$ cat src/rtl/prbs_rate_gen_pkg.sv
package prbs_rate_gen_pkg;

    // Sequence register width and its two feedback taps (x^31 + x^28 + 1)
    localparam int PRBS_W = 31;
    localparam int TAP_HI = 30;
    localparam int TAP_LO = 27;

    typedef enum logic [1:0] {
        GEN_IDLE   = 2'd0,
        GEN_RUN    = 2'd1,
        GEN_FINISH = 2'd2
    } gen_state_t;

endpackage

$ cat src/rtl/prbs_rate_credit.sv
module prbs_rate_credit #(
    parameter int RATE_W   = 6,
    parameter int CREDIT_W = 3
) (
    input  logic              clk,
    input  logic              rst_n,
    input  logic              clear,
    input  logic              run,
    input  logic [RATE_W-1:0] rate,
    input  logic              take,
    output logic              has_credit
);

    localparam logic [CREDIT_W-1:0] CMAX = '1;

    logic [RATE_W-1:0]   acc_q;
    logic [CREDIT_W-1:0] credit_q;
    logic [RATE_W:0]     acc_sum;
    logic                carry;
    logic                spend;
    logic [CREDIT_W:0]   credit_sum;

    assign has_credit = (credit_q != '0);

    always_comb begin
        acc_sum    = {1'b0, acc_q} + {1'b0, rate} + (RATE_W+1)'(1);
        carry      = run & acc_sum[RATE_W];
        spend      = take & has_credit;
        credit_sum = {1'b0, credit_q} + {{CREDIT_W{1'b0}}, carry}
                   - {{CREDIT_W{1'b0}}, spend};
    end

    always_ff @(posedge clk or negedge rst_n) begin
        if (!rst_n) begin
            acc_q    <= '0;
            credit_q <= '0;
        end else if (clear) begin
            acc_q    <= '0;
            credit_q <= '0;
        end else begin
            if (run) begin
                acc_q <= acc_sum[RATE_W-1:0];
            end
            if (credit_sum > {1'b0, CMAX}) begin
                credit_q <= CMAX;
            end else begin
                credit_q <= credit_sum[CREDIT_W-1:0];
            end
        end
    end

    // a full credit store saturates instead of wrapping to zero
    assert_credit_sat_R8: assert property (@(posedge clk) disable iff (!rst_n)
        (run && !clear && credit_q == CMAX && !take) |=> (credit_q == CMAX));

    // an overflow with no spend adds exactly one credit
    assert_credit_step_R3: assert property (@(posedge clk) disable iff (!rst_n)
        (!clear && carry && !take && credit_q != CMAX)
        |=> (credit_q == CREDIT_W'($past(credit_q) + 1'b1)));

endmodule

$ cat src/rtl/prbs_rate_lfsr.sv
module prbs_rate_lfsr
    import prbs_rate_gen_pkg::*;
#(
    parameter int                DATA_W = 64,
    parameter logic [PRBS_W-1:0] SEED   = 31'h12345678
) (
    input  logic              clk,
    input  logic              rst_n,
    input  logic              load,
    input  logic              advance,
    output logic [DATA_W-1:0] word
);

    logic [PRBS_W-1:0] state_q;
    logic [PRBS_W-1:0] walk;
    logic [PRBS_W-1:0] state_after;
    logic              fb;

    // Unroll DATA_W steps: first bit produced lands in the MSB
    always_comb begin
        walk = state_q;
        word = '0;
        fb   = 1'b0;
        for (int i = 0; i < DATA_W; i++) begin
            fb                 = walk[TAP_HI] ^ walk[TAP_LO];
            word[DATA_W-1-i]   = fb;
            walk               = {walk[PRBS_W-2:0], fb};
        end
        state_after = walk;
    end

    always_ff @(posedge clk or negedge rst_n) begin
        if (!rst_n) begin
            state_q <= SEED;
        end else if (load) begin
            state_q <= SEED;
        end else if (advance) begin
            state_q <= state_after;
        end
    end

    // the sequence register never falls into the all-zero lock state
    assert_lock_free_R6: assert property (@(posedge clk) disable iff (!rst_n)
        state_q != '0);

    // the sequence moves only on a handshake or a reseed
    assert_still_R7: assert property (@(posedge clk) disable iff (!rst_n)
        (!load && !advance) |=> $stable(state_q));

endmodule

$ cat src/rtl/prbs_rate_stamp.sv
module prbs_rate_stamp #(
    parameter int STAMP_W = 16
) (
    input  logic               clk,
    input  logic               rst_n,
    input  logic               offer_valid,
    input  logic               offer_ready,
    output logic [STAMP_W-1:0] stamp
);

    logic [STAMP_W-1:0] time_q;
    logic [STAMP_W-1:0] stamp_q;
    logic               held_q;

    // A word offered for the first time takes the current time
    assign stamp = held_q ? stamp_q : time_q;

    always_ff @(posedge clk or negedge rst_n) begin
        if (!rst_n) begin
            time_q  <= '0;
            stamp_q <= '0;
            held_q  <= 1'b0;
        end else begin
            time_q  <= time_q + 1'b1;
            stamp_q <= stamp;
            held_q  <= offer_valid & ~offer_ready;
        end
    end

    // the time base advances by one every cycle
    assert_time_step_R11: assert property (@(posedge clk) disable iff (!rst_n)
        1'b1 |=> (time_q == STAMP_W'($past(time_q) + 1'b1)));

    // a stalled word keeps its stamp
    assert_stamp_hold_R11: assert property (@(posedge clk) disable iff (!rst_n)
        (offer_valid && !offer_ready) |=> (stamp == $past(stamp)));

endmodule

$ cat src/rtl/prbs_rate_gen.sv
module prbs_rate_gen
    import prbs_rate_gen_pkg::*;
#(
    parameter int                DATA_W   = 64,
    parameter int                RATE_W   = 6,
    parameter int                STAMP_W  = 16,
    parameter int                CREDIT_W = 3,
    parameter logic [PRBS_W-1:0] SEED     = 31'h12345678
) (
    input  logic               clk,
    input  logic               rst_n,
    input  logic               gen_en,
    input  logic [RATE_W-1:0]  rate_word,
    input  logic               out_ready,
    output logic               out_valid,
    output logic [DATA_W-1:0]  out_data,
    output logic [STAMP_W-1:0] out_stamp
);

    gen_state_t state_q;
    gen_state_t state_d;

    logic has_credit;
    logic fire;
    logic seed_load;
    logic acc_clear;
    logic acc_run;
    logic credit_take;

    assign fire = out_valid & out_ready;

    // State register
    always_ff @(posedge clk or negedge rst_n) begin
        if (!rst_n) begin
            state_q <= GEN_IDLE;
        end else begin
            state_q <= state_d;
        end
    end

    // Transitions: start, stop, drain, done
    always_comb begin
        state_d = state_q;
        unique case (state_q)
            GEN_IDLE: begin
                if (gen_en) state_d = GEN_RUN;
            end
            GEN_RUN: begin
                if (!gen_en) begin
                    if (out_valid && !out_ready) state_d = GEN_FINISH;
                    else                         state_d = GEN_IDLE;
                end
            end
            GEN_FINISH: begin
                if (fire) state_d = GEN_IDLE;
            end
            default: state_d = GEN_IDLE;
        endcase
    end

    // Per-state outputs
    always_comb begin
        out_valid   = 1'b0;
        seed_load   = 1'b0;
        acc_clear   = 1'b0;
        acc_run     = 1'b0;
        credit_take = 1'b0;
        unique case (state_q)
            GEN_IDLE: begin
                seed_load = gen_en;
                acc_clear = gen_en;
            end
            GEN_RUN: begin
                out_valid   = has_credit;
                acc_run     = gen_en;
                credit_take = out_ready;
            end
            GEN_FINISH: begin
                out_valid = 1'b1;
            end
            default: begin
                out_valid = 1'b0;
            end
        endcase
    end

    prbs_rate_credit #(
        .RATE_W   (RATE_W),
        .CREDIT_W (CREDIT_W)
    ) credit_i (
        .clk        (clk),
        .rst_n      (rst_n),
        .clear      (acc_clear),
        .run        (acc_run),
        .rate       (rate_word),
        .take       (credit_take),
        .has_credit (has_credit)
    );

    prbs_rate_lfsr #(
        .DATA_W (DATA_W),
        .SEED   (SEED)
    ) lfsr_i (
        .clk     (clk),
        .rst_n   (rst_n),
        .load    (seed_load),
        .advance (fire),
        .word    (out_data)
    );

    prbs_rate_stamp #(
        .STAMP_W (STAMP_W)
    ) stamp_i (
        .clk         (clk),
        .rst_n       (rst_n),
        .offer_valid (out_valid),
        .offer_ready (out_ready),
        .stamp       (out_stamp)
    );

    // a stalled word stays on offer with the same payload
    assert_hold_R7: assert property (@(posedge clk) disable iff (!rst_n)
        (out_valid && !out_ready) |=> (out_valid && $stable(out_data)));

    // disabled and silent stays silent
    assert_quiet_R2: assert property (@(posedge clk) disable iff (!rst_n)
        (!gen_en && !out_valid) |=> !out_valid);

    // after a drained word is taken with the enable low, nothing follows
    assert_drain_end_R9: assert property (@(posedge clk) disable iff (!rst_n)
        (!gen_en && fire && state_q == GEN_FINISH) |=> !out_valid);

endmodule

$ cat config.mk
export PLATFORM = sky130hd
export DESIGN_NAME = prbs_rate_gen
export DESIGN_NICKNAME = d
export VERILOG_FILES = /design/src/rtl/prbs_rate_gen_pkg.sv /design/src/rtl/prbs_rate_credit.sv /design/src/rtl/prbs_rate_lfsr.sv /design/src/rtl/prbs_rate_stamp.sv /design/src/rtl/prbs_rate_gen.sv
export SDC_FILE = /design/constraint.sdc
export NUM_CORES = 1
export LEC_CHECK = 0
export BUFFER_PORTS_ARGS = -buffer_cell sky130_fd_sc_hd__buf_2
export CORE_MARGIN = 2
export CORE_UTILIZATION = 45
export CTS_CLUSTER_DIAMETER = 50
export DETAILED_ROUTE_END_ITERATION = 16
export PLACE_DENSITY = 0.69
export SLEW_MARGIN = 30
export SYNTH_ARGS = -nofsm -noshare
export SYNTH_HDL_FRONTEND = slang
export SYNTH_HIERARCHICAL = 1
export SYNTH_SLANG_ARGS = --single-unit
$ cat constraint.sdc
create_clock -name clk -period 2.78 [get_ports clk]
set_input_delay 0.556 -clock clk [delete_from_list [all_inputs] [get_ports clk]]
set_output_delay 0.556 -clock clk [all_outputs]
set_load 0.005 [all_outputs]
==> load_flow_metrics.sql, run 1 <==
INSERT INTO impl_metrics (metric_group, metric, value, unit) VALUES
('worst_setup_path', 'r2r_setup_slack', '0.04', 'ns'),
('synthesis', 'ys_dominant_reg_cell', 'sky130_fd_sc_hd__dfrtp_1', ''),
('timing', 'final_critical_path_setup_slack', '0.0411', 'ns'),
('synthesis', 'seq_area_frac_synth', '0.447', ''),
('clocking', 'numCtsBuffers', '9', ''),
('worst_setup_path', 'cp.arrival', '2.94', 'ns'),
('synthesis', 'post_synth_num_cell_types', '50', ''),
('worst_setup_path', 'worst_setup_path_startpoint', 'credit_i/acc_q[0]$_DFFE_PN0P_', ''),
('finish', 'area.sequential', '1890', 'um2'),
('clocking', 'post-cts-setup-buffer-count', '0', ''),
('hold_path', 'worstHoldPathType', 'primary input to async pin', ''),
('worst_setup_path', 'critPathSlowestCell', 'sky130_fd_sc_hd__fa_1', ''),
('finish', 'fin_nets', '493', ''),
('worst_setup_path', 'critical_path.cell_chain', 'inv_2, ha_4, inv_2, fa_2, nand3_2, a21boi_2, o21a_1, o21ai_2, ha_2, inv_1, ha_1, fa_1, xnor2_1, a21oi_1', ''),
('routing', 'drc', '0', ''),
('timing', 'timing.setup.tns', '0', 'ns'),
('synthesis', 'average_footprint_of_a_synthesized_cell', '10.7', 'um2'),
('timing', 'transition_time_at_the_pin_with_the_least_slew_margin', '0.685', 'ns'),
('floorplanning', 'ios', '91', ''),
('worst_setup_path', 'timing_worst_setup_path_type', 'register to register', ''),
('timing', 'clock.fmax', '0.365', 'GHz'),
('worst_setup_path', 'critPathMaxFanout', '2', ''),
('flow_run', 'cap_viol_max_count', '0', ''),
('routing', 'drt-initial-drc-count', '73', ''),
('routing', 'antenna_violating_nets_post_route', '0', ''),
('finish', 'n_fill_cell', '793', ''),
('clocking', 'cts.sinks', '75', ''),
('grt', 'groute.usage.overall', '0.181', ''),
('timing', 'finalSetupViolCount', '0', ''),
('timing', 'hold_violations', '0', ''),
('floorplanning', 'die_y', '101', 'um'),
('synthesis', 'synth_area', '4230', 'um2'),
('place', 'finalWeightedCongestion', '0.874', ''),
('routing', 'route.detailed.vias_per_inst', '5.02', ''),
('synthesis', 'synth_fp_nets', '424', ''),
('worst_setup_path', 'timing.critical_path.to', 'credit_i/credit_q[2]$_DFF_PN0_', ''),
('clocking', 'clock_tree.htree_level_count', '3', ''),
('clocking', 'ctsHoldBuffers', '0', ''),
('timing', 'final.period_utilization', '0.985', ''),
('clocking', 'clk-insertion-delay-late', '0.34', 'ns'),
('timing', 'max-slew-margin-rel', '0.543', ''),
('synthesis', 'async_reset_ff_frac', '1.00', ''),
('routing', 'dr.pass1.iters', '4', ''),
('floorplanning', 'area_enclosed_by_the_die_boundary', '10200', 'um2'),
('finish', 'num_antenna_cells', '0', ''),
('worst_setup_path', 'timing.rr.end', 'credit_i/credit_q[2]$_DFF_PN0_', ''),
('place', 'io_buffers', '90', ''),
('synthesis', 'synthDominantAreaCellType', 'sky130_fd_sc_hd__dfrtp_1', ''),
('timing', 'final_period_demand_of_the_worst_path', '2.74', 'ns'),
('power', 'pwr_total', '6.03', 'mW'),
('timing', 'maxSlewViolCount', '0', ''),
('clocking', 'ctsRootBufferMaster', 'sky130_fd_sc_hd__clkbuf_8', ''),
('clocking', 'cts_tree', 'yes', ''),
('synthesis', 'ys_seq_elements', '75', ''),
('power', 'power-per-cell-area', '1220', 'nW/um2'),
('synthesis', 'postSynthCellCount', '397', ''),
('worst_setup_path', 'dominant_cell_type_by_count_on_the_critical_path', 'sky130_fd_sc_hd__inv_2', ''),
('worst_setup_path', 'worst_setup_path_end_kind', 'register', ''),
('grt', 'antenna_found_initial', '0', ''),
('outcome', 'outcome', 'complete, no violations', ''),
('floorplanning', 'num_rows', '35', ''),
('worst_setup_path', 'ff2ff_path_depth', '14', ''),
('worst_setup_path', 'timing.critical_path.slowest_cell_delay', '0.41', 'ns'),
('timing', 'clock_skew', '0.0108', 'ns'),
('synthesis', 'synth-edff-count', '0', ''),
('routing', 'vias', '2924', ''),
('place', 'preCtsSetupSlack', '-0.290', 'ns'),
('worst_setup_path', 'crit_path_start_kind', 'register', ''),
('power', 'p_leak', '2.48', 'nW'),
('floorplanning', 'coreArea', '9200', 'um2'),
('grt', 'grt_remaining_overflow', '0', '');
placed cells by master, fill, tap and decap left out, types with 2 or more instances in the layout:
cell	n
sky130_fd_sc_hd__nor2b_1	5
sky130_fd_sc_hd__mux2i_1	17
sky130_fd_sc_hd__nor3_1	6
sky130_fd_sc_hd__xnor2_1	17
sky130_fd_sc_hd__dfrtp_1	62
sky130_fd_sc_hd__a21oi_2	4
sky130_fd_sc_hd__ha_1	12
sky130_fd_sc_hd__inv_2	3
sky130_fd_sc_hd__a21oi_1	7
sky130_fd_sc_hd__nand4_1	2
sky130_fd_sc_hd__mux2_2	14
sky130_fd_sc_hd__nor2_1	43
sky130_fd_sc_hd__o21ai_0	3
sky130_fd_sc_hd__clkbuf_8	9
sky130_fd_sc_hd__nand2_1	8
sky130_fd_sc_hd__ha_4	2
sky130_fd_sc_hd__and2_1	4
sky130_fd_sc_hd__inv_1	21
sky130_fd_sc_hd__clkinvlp_4	2
sky130_fd_sc_hd__xor2_1	60
sky130_fd_sc_hd__a211oi_1	2
sky130_fd_sc_hd__dfstp_2	13
sky130_fd_sc_hd__buf_2	89
sky130_fd_sc_hd__nor4_2	4
sky130_fd_sc_hd__buf_4	7
sky130_fd_sc_hd__o21a_1	3
sky130_fd_sc_hd__nand3_1	5
sky130_fd_sc_hd__o21bai_1	7
sky130_fd_sc_hd__a21bo_2	3
sky130_fd_sc_hd__a211o_1	3
sky130_fd_sc_hd__xor3_1	2
sky130_fd_sc_hd__clkinv_2	2
sky130_fd_sc_hd__a21o_1	2
cells in the mapped netlist (all sizes together), types with 4 or more instances:
cell type	n
buf	14
and2	6
dfrtp	62
dfstp	13
o21bai	7
nor2b	5
nand3	6
o21ai	4
a21bo	4
ha	15
nor4	5
nand2	8
nor2	43
xor2	61
a21oi	11
clkbuf	25
nor3	6
mux2	15
xnor2	18
inv	24
mux2i	17
sequential cells by signal, summed over array words and instances (netlist names):
name / cells
stamp_i/time_q: 16
state_q: 2
stamp_i/stamp_q: 16
credit_i/acc_q: 6
lfsr_i/state_q: 31
stamp_i/held_q: 1
credit_i/credit_q: 3
routing by layer:
layer / vias to the layer above / track usage / share of wire
met1: 1408 / 0.241 / 0.47
met4: 0 / 0.0572 / 0.0091
met2: 84 / 0.297 / 0.48
li1: 1423 / - / -
met5: - / 0 / 0
met3: 9 / 0.0354 / 0.042
critical path, delay by kind of cell (launching register included):
family                   cells  cell delay [ns]
AND/OR/NAND/NOR              1             0.09
XOR/XNOR                     1             0.19
flip-flops                   1             0.38
AO/OA/AOI/OAI                4             0.48
adder cells (fa/ha/maj)      5             1.31
buffers and inverters        3             0.15
kinds of logic after synthesis:
logic type                 share of synthesized area
and+or+nand+nor                                0.106
DFF                                            0.447
AOI/OAI and AO/OA                             0.0739
buffers and inverters                         0.0615
adders and majority gates                     0.0538
muxes                                         0.0810
xor gates and xnor gates                       0.176
worst min-delay path by stage:
stage                                           to  slack, ns  cells past startpoint
global route        lfsr_i/state_q[13]$_DFFE_PN0P_       0.26                      1
floorplan            credit_i/acc_q[0]$_DFFE_PN0P_       0.26                      0
CTS                 lfsr_i/state_q[13]$_DFFE_PN0P_       0.38                      1
global placement      stamp_i/time_q[15]$_DFF_PN0_       0.46                      1
detailed placement    stamp_i/time_q[15]$_DFF_PN0_       0.46                      1
finish              lfsr_i/state_q[13]$_DFFE_PN0P_       0.23                      1
report_power, final:
part	switching, mW	internal [mW]	leakage, nW
clock	0.406	0.415	0.0927
combinational	1.61	1.65	1.43
sequential	0.495	1.46	0.949
total	2.51	3.53	2.48
timing repair:
| action | 4_1_cts | 5_1_grt |
|---|---|---|
| setup endpoints to repair | 3 | 3 |
| gates resized for setup | 3 | 12 |
| gates cloned | 0 | 0 |
| pin swaps | 1 | 13 |
| endpoints found under the hold margin | 0 | 0 |
per-stage QoR:
stage                      util  hold WS [ns]  cell area (um2)  cells
after detailed placement  0.513         0.456             4710    566
after CTS                 0.535         0.379             4920    582
after global routing      0.540         0.256             4960    582
final                     0.540         0.231             4960    582
after global placement    0.513         0.456             4710    566
after floorplan               -         0.260             4240    397
area by class of cell:
cell class,count,area share
flip-flops and latches,75,0.381
well taps,111,0.0280
clock buffers,10,0.0257
clock inverters,6,0.0129
multi-input cells,259,0.431
repair buffers,97,0.103
inverters,24,0.0181
Power figures use the tool's default switching activity.
==> run 2: changes to the inputs <==
--- a/config.mk
+++ b/config.mk
@@ -5,12 +5,12 @@
 export SDC_FILE = /design/constraint.sdc
 export NUM_CORES = 1
 export LEC_CHECK = 0
-export BUFFER_PORTS_ARGS = -buffer_cell sky130_fd_sc_hd__buf_2
 export CORE_MARGIN = 2
 export CORE_UTILIZATION = 45
 export CTS_CLUSTER_DIAMETER = 50
 export DETAILED_ROUTE_END_ITERATION = 16
-export PLACE_DENSITY = 0.69
+export DONT_BUFFER_PORTS = 1
+export PLACE_DENSITY = 0.6
 export SLEW_MARGIN = 30
 export SYNTH_ARGS = -nofsm -noshare
 export SYNTH_HDL_FRONTEND = slang
==> run 2 against run 1 <==
Net effect: maximum frequency increased by 3.4%; first-iteration DRC count decreased by 4.1%; critical path depth unchanged; largest power group unchanged; worst hold slack got worse by 0.19 ns; non-clock buffer count decreased by 89; wire length increased by 2.2%; worst setup slack improved by 0.091 ns; global-route usage increased by 0.23 points.
==> load_flow_metrics.sql, run 2 (synthesis results as in run 1) <==
INSERT INTO impl_metrics (metric_group, metric, value, unit) VALUES
('clocking', 'clock_tree.htree_level_count', '3', ''),
('place', 'dpl-instance-area', '4250', 'um2'),
('finish', 'final_cell_area', '4550', 'um2'),
('finish', 'drive_above_1_share', '0.202', ''),
('power', 'clockPowerShare', '0.169', ''),
('finish', 'fin_nets', '404', ''),
('worst_setup_path', 'dominant_cell_type_by_count_on_the_critical_path', 'sky130_fd_sc_hd__inv_2', ''),
('finish', 'areaGrowthSynthToFinish', '7.45', '%'),
('worst_setup_path', 'worst_r2r_startpoint', 'credit_i/acc_q[0]$_DFFE_PN0P_', ''),
('routing', 'drc', '0', ''),
('power', 'power_frac_comb', '0.471', ''),
('floorplanning', 'die_y', '101', 'um'),
('timing', 'clock.fmax', '0.378', 'GHz'),
('worst_setup_path', 'critical_path_buf_inv_count', '3', ''),
('clocking', 'cts.sinks', '75', ''),
('place', 'finalWeightedCongestion', '0.795', ''),
('worst_setup_path', 'timing_worst_setup_path_type', 'register to register', ''),
('timing', 'finalSetupViolCount', '0', ''),
('finish', 'mostFrequentLayoutCell', 'sky130_fd_sc_hd__dfrtp_1', ''),
('worst_setup_path', 'critical_path.cell_chain', 'inv_2, ha_4, inv_2, fa_2, nand3_2, a21boi_2, o21a_1, o21ai_1, ha_2, inv_1, ha_1, fa_1, xnor2_1, a21oi_1', ''),
('routing', 'route.detailed.vias_per_inst', '5.36', ''),
('power', 'power_switching_share', '0.435', ''),
('clocking', 'cts-root-to-sink-buffers', '2', ''),
('flow_run', 'cap_viol_max_count', '0', ''),
('power', 'power.net_switching', '2.36', 'mW'),
('floorplanning', 'num_rows', '35', ''),
('finish', 'mostFrequentLayoutCells', 'sky130_fd_sc_hd__dfrtp_1 (62), sky130_fd_sc_hd__xor2_1 (60), sky130_fd_sc_hd__nor2_1 (43), sky130_fd_sc_hd__inv_1 (21)', ''),
('finish', 'largest-register', 'lfsr_i/state_q', ''),
('timing', 'final_period_demand_of_the_worst_path', '2.65', 'ns'),
('timing', 'final.period_utilization', '0.952', ''),
('hold_path', 'worstHoldPathType', 'primary input to async pin', ''),
('routing', 'routed_wire_length_per_instance', '18.5', 'um'),
('power', 'sequentialPowerShare', '0.360', ''),
('routing', 'drt-initial-drc-count', '70', ''),
('floorplanning', 'initial_core_utilization', '0.460', ''),
('grt', 'global_route_wire_length_before_repair', '14200', 'um'),
('finish', 'flip_flop_count_of_the_largest_register_all_copies_and_words_added', '31', ''),
('clocking', 'path_clk_slew', '0.08', 'ns'),
('power', 'ir_worst_vdd', '0.459', 'mV'),
('floorplanning', 'ios', '91', ''),
('timing', 'maxSlewViolCount', '0', ''),
('clocking', 'ctsRootBufferMaster', 'sky130_fd_sc_hd__clkbuf_8', ''),
('power', 'internal-power', '3.07', 'mW'),
('finish', 'layout.core_utilization', '0.495', ''),
('timing', 'max-slew-margin-rel', '0.521', ''),
('place', 'numPlacedInstances', '474', ''),
('clocking', 'numCtsBuffers', '9', ''),
('place', 'dpl.hpwl', '6380', 'um'),
('routing', 'vias', '2637', ''),
('grt', 'groute.usage.overall', '0.183', ''),
('routing', 'dr.pass1.iters', '4', ''),
('worst_setup_path', 'timing.critical_path.slowest_cell_delay', '0.41', 'ns'),
('finish', 'largest_registers_in_the_final_layout', 'lfsr_i/state_q: 31 flops, stamp_i/stamp_q: 16 flops, stamp_i/time_q: 16 flops', ''),
('timing', 'transition_time_at_the_pin_with_the_least_slew_margin', '0.718', 'ns'),
('floorplanning', 'area_enclosed_by_the_die_boundary', '10200', 'um2'),
('grt', 'grt_max_degree', '63', ''),
('worst_setup_path', 'worst_setup_path_startpoint', 'credit_i/acc_q[0]$_DFFE_PN0P_', ''),
('grt', 'grt_pass1_vias', '2629', ''),
('clocking', 'cts_tree', 'yes', ''),
('routing', 'wirelength', '9100', 'um'),
('grt', 'antenna_found_initial', '0', ''),
('timing', 'clock_skew', '0.0126', 'ns'),
('floorplanning', 'floorplan_die_width', '101', 'um'),
('worst_setup_path', 'crit_path_start_kind', 'register', ''),
('finish', 'finalNonFillerCells', '492', ''),
('place', 'io_buffers', '0', ''),
('power', 'power-per-cell-area', '1190', 'nW/um2'),
('worst_setup_path', 'worst_setup_path_end_kind', 'register', ''),
('clocking', 'clk-insertion-delay-late', '0.35', 'ns'),
('worst_setup_path', 'cp_data_required_time', '3.00', 'ns'),
('worst_setup_path', 'cp.arrival', '2.86', 'ns'),
('worst_setup_path', 'critPathSlowestCell', 'sky130_fd_sc_hd__fa_1', ''),
('floorplanning', 'coreArea', '9200', 'um2'),
('power', 'pwr_total', '5.43', 'mW'),
('power', 'p_leak', '2.12', 'nW'),
('finish', 'num_antenna_cells', '0', ''),
('outcome', 'outcome', 'complete, no violations', ''),
('routing', 'antenna_violating_nets_post_route', '0', ''),
('grt', 'grt_remaining_overflow', '0', ''),
('worst_setup_path', 'worst_path_dominant_cell_family', 'adder cells', ''),
('timing', 'hold_violations', '0', ''),
('worst_setup_path', 'critPathMaxFanout', '2', '');
==> run 2: cell types whose count changed in the layout (fill, tap and decap cells not counted), sizes merged <==
cell,before,now
buf,97,8
clkbuf,10,9
bufinv,1,2
clkinv,2,1
==> run 2: timing repair <==
action                     in CTS  in global routing
hold buffers                    1                  0
hold endpoints to repair       62                  0
setup buffers                   0                  2
resized for setup               0                 13
setup endpoints to repair       0                  3
==> run 2: cell type report <==
cell class	count	area [um2]
Fill cell	839	4650
Multi-Input combinational cell	259	2130
Sequential cell	75	1890
Tap cell	111	139
Clock buffer	9	124
Inverter	24	90.1
Clock inverter	6	88.8
Timing Repair Buffer	8	80.1
==> run 2: worst reg2reg max path, delay by kind of cell (launching register included) <==
family          cells  cell delay [ns]
flops               1             0.38
xor+xnor            1             0.16
fa+ha+maj           5             1.30
buf+inv             3             0.14
compound gates      4             0.45
simple gates        1             0.09
==> run 2: routing by layer <==
layer / part of all wire / GRT usage / vias up
met4: 0.0062 / 0.0437 / 0
met1: 0.46 / 0.238 / 1320
met5: 0 / 0 / -
li1: - / - / 1239
met2: 0.46 / 0.291 / 72
met3: 0.072 / 0.0700 / 6
==> run 2: final timing paths <==
check / to / slack (ns) / cells after the start
min in group clk: stamp_i/held_q$_DFF_PN0_ / 0.29 / 1
max: credit_i/credit_q[2]$_DFF_PN0_ / 0.13 / 14
min: lfsr_i/state_q[6]$_DFFE_PN1P_ / 0.04 / 0
max in group asynchronous: stamp_i/stamp_q[5]$_DFF_PN0_ / 2.42 / 1
min reg2reg: stamp_i/time_q[0]$_DFF_PN0_ / 0.47 / 1
max reg2reg: credit_i/credit_q[2]$_DFF_PN0_ / 0.13 / 14
==> run 2: metrics by stage <==
stage / setup TNS [ns] / setup slack, ns / hold slack [ns]
2_1_floorplan: 0 / 0.0262 / 0.260
3_3_place_gp: -0.225 / -0.0910 / 0.263
3_5_place_dp: -0.453 / -0.158 / 0.263
4_1_cts: 0 / 0.000921 / 0.0206
5_1_grt: -0.0262 / -0.0199 / 0.0113
6_report: 0 / 0.132 / 0.0423
==> run 2: power by group through the flow <==
stage | Sequential (mW) | Combinational (mW) | Clock, mW
floorplan | 1.57 | 2.36 | 0
global placement | 1.96 | 2.42 | 0
detailed placement | 1.98 | 2.46 | 0
CTS | 1.96 | 2.50 | 0.950
global route | 2.01 | 2.85 | 1.00
finish | 1.96 | 2.55 | 0.917
==> run 3: changes to the inputs <==
--- a/config.mk
+++ b/config.mk
@@ -5,12 +5,12 @@
 export SDC_FILE = /design/constraint.sdc
 export NUM_CORES = 1
 export LEC_CHECK = 0
+export BUFFER_PORTS_ARGS = -buffer_cell sky130_fd_sc_hd__buf_2
 export CORE_MARGIN = 2
 export CORE_UTILIZATION = 45
 export CTS_CLUSTER_DIAMETER = 50
 export DETAILED_ROUTE_END_ITERATION = 16
-export DONT_BUFFER_PORTS = 1
-export PLACE_DENSITY = 0.6
+export PLACE_DENSITY = 0.76
 export SLEW_MARGIN = 30
 export SYNTH_ARGS = -nofsm -noshare
 export SYNTH_HDL_FRONTEND = slang
==> run 3 against run 2 <==
Net effect: sequential share of layout area fell by 3.7 points; combinational power rose by 30%; sequential power barely moved; worst hold slack improved by 0.13 ns; utilization rose by 4.9 points; worst setup slack got worse by 0.067 ns; via count rose by 13%.
==> load_flow_metrics.sql, run 3 (synthesis results as in run 1) <==
INSERT INTO impl_metrics (metric_group, metric, value, unit) VALUES
('worst_setup_path', 'timing.critical_path.slowest_cell_delay', '0.39', 'ns'),
('grt', 'antenna_found_initial', '0', ''),
('place', 'preCtsSetupSlack', '-0.313', 'ns'),
('place', 'dpl.hpwl', '6730', 'um'),
('clocking', 'cts.sinks', '75', ''),
('routing', 'dr.pass1.iters', '4', ''),
('floorplanning', 'floorplan_die_width', '101', 'um'),
('worst_setup_path', 'critPathMaxFanout', '3', ''),
('worst_setup_path', 'cp.arrival', '2.92', 'ns'),
('finish', 'multi_input_area', '2150', 'um2'),
('timing', 'max-slew-margin-rel', '0.536', ''),
('timing', 'fin_worst_hold_slack', '0.171', 'ns'),
('clocking', 'ctsRootBufferMaster', 'sky130_fd_sc_hd__clkbuf_8', ''),
('worst_setup_path', 'path_depth', '15', ''),
('worst_setup_path', 'worst_setup_path_end_kind', 'register', ''),
('place', 'io_buffers', '90', ''),
('power', 'sequentialPowerShare', '0.323', ''),
('finish', 'largest_registers_in_the_final_layout', 'lfsr_i/state_q: 31 flops, stamp_i/stamp_q: 16 flops, stamp_i/time_q: 16 flops', ''),
('grt', 'groute.usage.overall', '0.184', ''),
('clocking', 'clock_tree.htree_level_count', '3', ''),
('power', 'pwr_total', '6.06', 'mW'),
('worst_setup_path', 'r2r_setup_slack', '0.07', 'ns'),
('routing', 'routed_wire_length_per_instance', '15.5', 'um'),
('floorplanning', 'num_rows', '35', ''),
('timing', 'final_period_demand_of_the_worst_path', '2.71', 'ns'),
('timing', 'final_critical_path_setup_slack', '0.0654', 'ns'),
('worst_setup_path', 'timing.critical_path.to', 'credit_i/credit_q[1]$_DFF_PN0_', ''),
('hold_path', 'worstHoldPathType', 'primary input to async pin', ''),
('floorplanning', 'area_enclosed_by_the_die_boundary', '10200', 'um2'),
('flow_run', 'cap_viol_max_count', '0', ''),
('routing', 'drc', '0', ''),
('finish', 'largest-register', 'lfsr_i/state_q', ''),
('routing', 'antenna_violating_nets_post_route', '0', ''),
('grt', 'global_route_wire_length_before_repair', '14800', 'um'),
('power', 'clockPowerShare', '0.130', ''),
('floorplanning', 'initial_core_utilization', '0.460', ''),
('power', 'power-per-cell-area', '1210', 'nW/um2'),
('worst_setup_path', 'critPathSlowestCell', 'sky130_fd_sc_hd__fa_2', ''),
('floorplanning', 'ios', '91', ''),
('worst_setup_path', 'ff2ff_path_depth', '15', ''),
('worst_setup_path', 'critical_path.cell_chain', 'inv_2, ha_4, inv_2, fa_2, nand3_2, a21boi_2, o21a_1, o21ai_1, ha_2, inv_2, ha_4, a21o_1, a21oi_2, xnor2_2, a21oi_1', ''),
('worst_setup_path', 'crit_path_start_kind', 'register', ''),
('timing', 'hold_violations', '0', ''),
('worst_setup_path', 'worst_r2r_startpoint', 'credit_i/acc_q[0]$_DFFE_PN0P_', ''),
('finish', 'drive_above_1_share', '0.364', ''),
('worst_setup_path', 'critical_path_buf_inv_count', '3', ''),
('finish', 'mostFrequentLayoutCell', 'sky130_fd_sc_hd__buf_2', ''),
('worst_setup_path', 'worst_setup_path_startpoint', 'credit_i/acc_q[0]$_DFFE_PN0P_', ''),
('finish', 'n_fill_cell', '797', ''),
('place', 'finalWeightedCongestion', '0.887', ''),
('floorplanning', 'die_y', '101', 'um'),
('power', 'p_leak', '2.49', 'nW'),
('timing', 'clock.fmax', '0.368', 'GHz'),
('grt', 'grt_remaining_overflow', '0', ''),
('routing', 'drt-initial-drc-count', '102', ''),
('power', 'power_frac_comb', '0.547', ''),
('finish', 'fin_nets', '497', ''),
('clocking', 'cts_tree', 'yes', ''),
('worst_setup_path', 'timing_worst_setup_path_type', 'register to register', ''),
('finish', 'area.sequential', '1890', 'um2'),
('clocking', 'clk-insertion-delay-late', '0.35', 'ns'),
('power', 'power.net_switching', '2.58', 'mW'),
('routing', 'wirelength', '9100', 'um'),
('outcome', 'outcome', 'complete, no violations', ''),
('clocking', 'numCtsBuffers', '9', ''),
('power', 'ir_worst_vdd', '0.493', 'mV'),
('finish', 'mostFrequentLayoutCells', 'sky130_fd_sc_hd__buf_2 (89), sky130_fd_sc_hd__dfrtp_1 (62), sky130_fd_sc_hd__xor2_1 (60), sky130_fd_sc_hd__nor2_1 (43), sky130_fd_sc_hd__inv_1 (20)', ''),
('worst_setup_path', 'cp_data_required_time', '2.99', 'ns'),
('grt', 'grt_pass1_vias', '2935', ''),
('timing', 'final.period_utilization', '0.976', ''),
('power', 'internal-power', '3.47', 'mW'),
('power', 'power_switching_share', '0.426', ''),
('routing', 'vias', '2990', ''),
('worst_setup_path', 'worst_path_dominant_cell_family', 'adder cells', ''),
('finish', 'num_antenna_cells', '0', ''),
('grt', 'grt_max_degree', '40', ''),
('timing', 'rsz0062_at_grt', 'yes', ''),
('timing', 'timing.setup.tns', '0', 'ns'),
('worst_setup_path', 'dominant_cell_type_by_count_on_the_critical_path', 'sky130_fd_sc_hd__inv_2', ''),
('clocking', 'path_clk_slew', '0.09', 'ns'),
('timing', 'clock_skew', '0.0166', 'ns'),
('timing', 'transition_time_at_the_pin_with_the_least_slew_margin', '0.697', 'ns'),
('clocking', 'cts-root-to-sink-buffers', '2', ''),
('timing', 'finalSetupViolCount', '0', ''),
('finish', 'flip_flop_count_of_the_largest_register_all_copies_and_words_added', '31', ''),
('routing', 'route.detailed.vias_per_inst', '5.10', ''),
('finish', 'areaGrowthSynthToFinish', '18.1', '%'),
('floorplanning', 'coreArea', '9200', 'um2'),
('worst_setup_path', 'timing.rr.end', 'credit_i/credit_q[1]$_DFF_PN0_', ''),
('timing', 'maxSlewViolCount', '0', '');
## run 3: changes by cell type in the layout (fill, tap and decap cells not counted), moves of 2 or more
cell / change
sky130_fd_sc_hd__buf_4: +4
sky130_fd_sc_hd__inv_6: +2
sky130_fd_sc_hd__bufinv_16: -2
sky130_fd_sc_hd__buf_2: +89
## run 3: worst min-delay path by stage
stage                                            start  depth (start not counted)  slack [ns]                              to
final                                            rst_n                          1        0.17  lfsr_i/state_q[13]$_DFFE_PN0P_
after global routing                             rst_n                          1        0.19  lfsr_i/state_q[13]$_DFFE_PN0P_
after CTS                                        rst_n                          1        0.35  lfsr_i/state_q[13]$_DFFE_PN0P_
after detailed placement  stamp_i/time_q[15]$_DFF_PN0_                          1        0.46    stamp_i/time_q[15]$_DFF_PN0_
after global placement     stamp_i/time_q[0]$_DFF_PN0_                          1        0.45     stamp_i/time_q[0]$_DFF_PN0_
after floorplan                                  rst_n                          0        0.26   credit_i/acc_q[0]$_DFFE_PN0P_
## run 3: repair_timing
| item | CTS | global route |
|---|---|---|
| setup endpoints to repair | 3 | 3 |
| hold buffers | 0 | 0 |
| buffers inserted | 0 | 1 |
| pin swaps | 1 | 13 |
| gates resized for setup | 3 | 13 |
## run 3: cell type report
type,count,area share
repair buffers,101,0.110
clock buffers,9,0.0248
clock inverters,7,0.0115
inverters,24,0.0180
well taps,111,0.0278
flip-flops and latches,75,0.379
multi-input cells,259,0.430
## run 3: per-stage QoR
step / instance area [um2] / instances / util
4_1_cts: 4940 / 585 / 0.537
3_3_place_gp: 4750 / 569 / 0.516
2_1_floorplan: 4240 / 397 / -
6_report: 5000 / 586 / 0.544
3_5_place_dp: 4750 / 569 / 0.516
5_1_grt: 5000 / 586 / 0.544
## run 3: worst register-to-register path: cells and delay by family, from the launching register on
family | cells | cell delay (ns)
adders and majority gates | 4 | 0.92
AOI/OAI and AO/OA | 6 | 0.86
DFF | 1 | 0.38
buffers and inverters | 3 | 0.17
xor gates and xnor gates | 1 | 0.15
and+or+nand+nor | 1 | 0.09
## run 3: power groups by stage
stage | Clock (mW) | Combinational, mW | Sequential [mW]
floorplan | 0 | 2.36 | 1.57
global placement | 0 | 3.13 | 1.96
detailed placement | 0 | 3.23 | 1.97
CTS | 0.810 | 3.27 | 1.96
global route | 0.859 | 3.68 | 2.02
finish | 0.787 | 3.31 | 1.96
## run 3: routing by layer
layer,vias up,global-route usage,wire length (um)
met5,-,0,0
met4,0,0.0426,61
met3,6,0.0395,407
met2,99,0.314,4540
met1,1457,0.241,4100
li1,1428,-,-
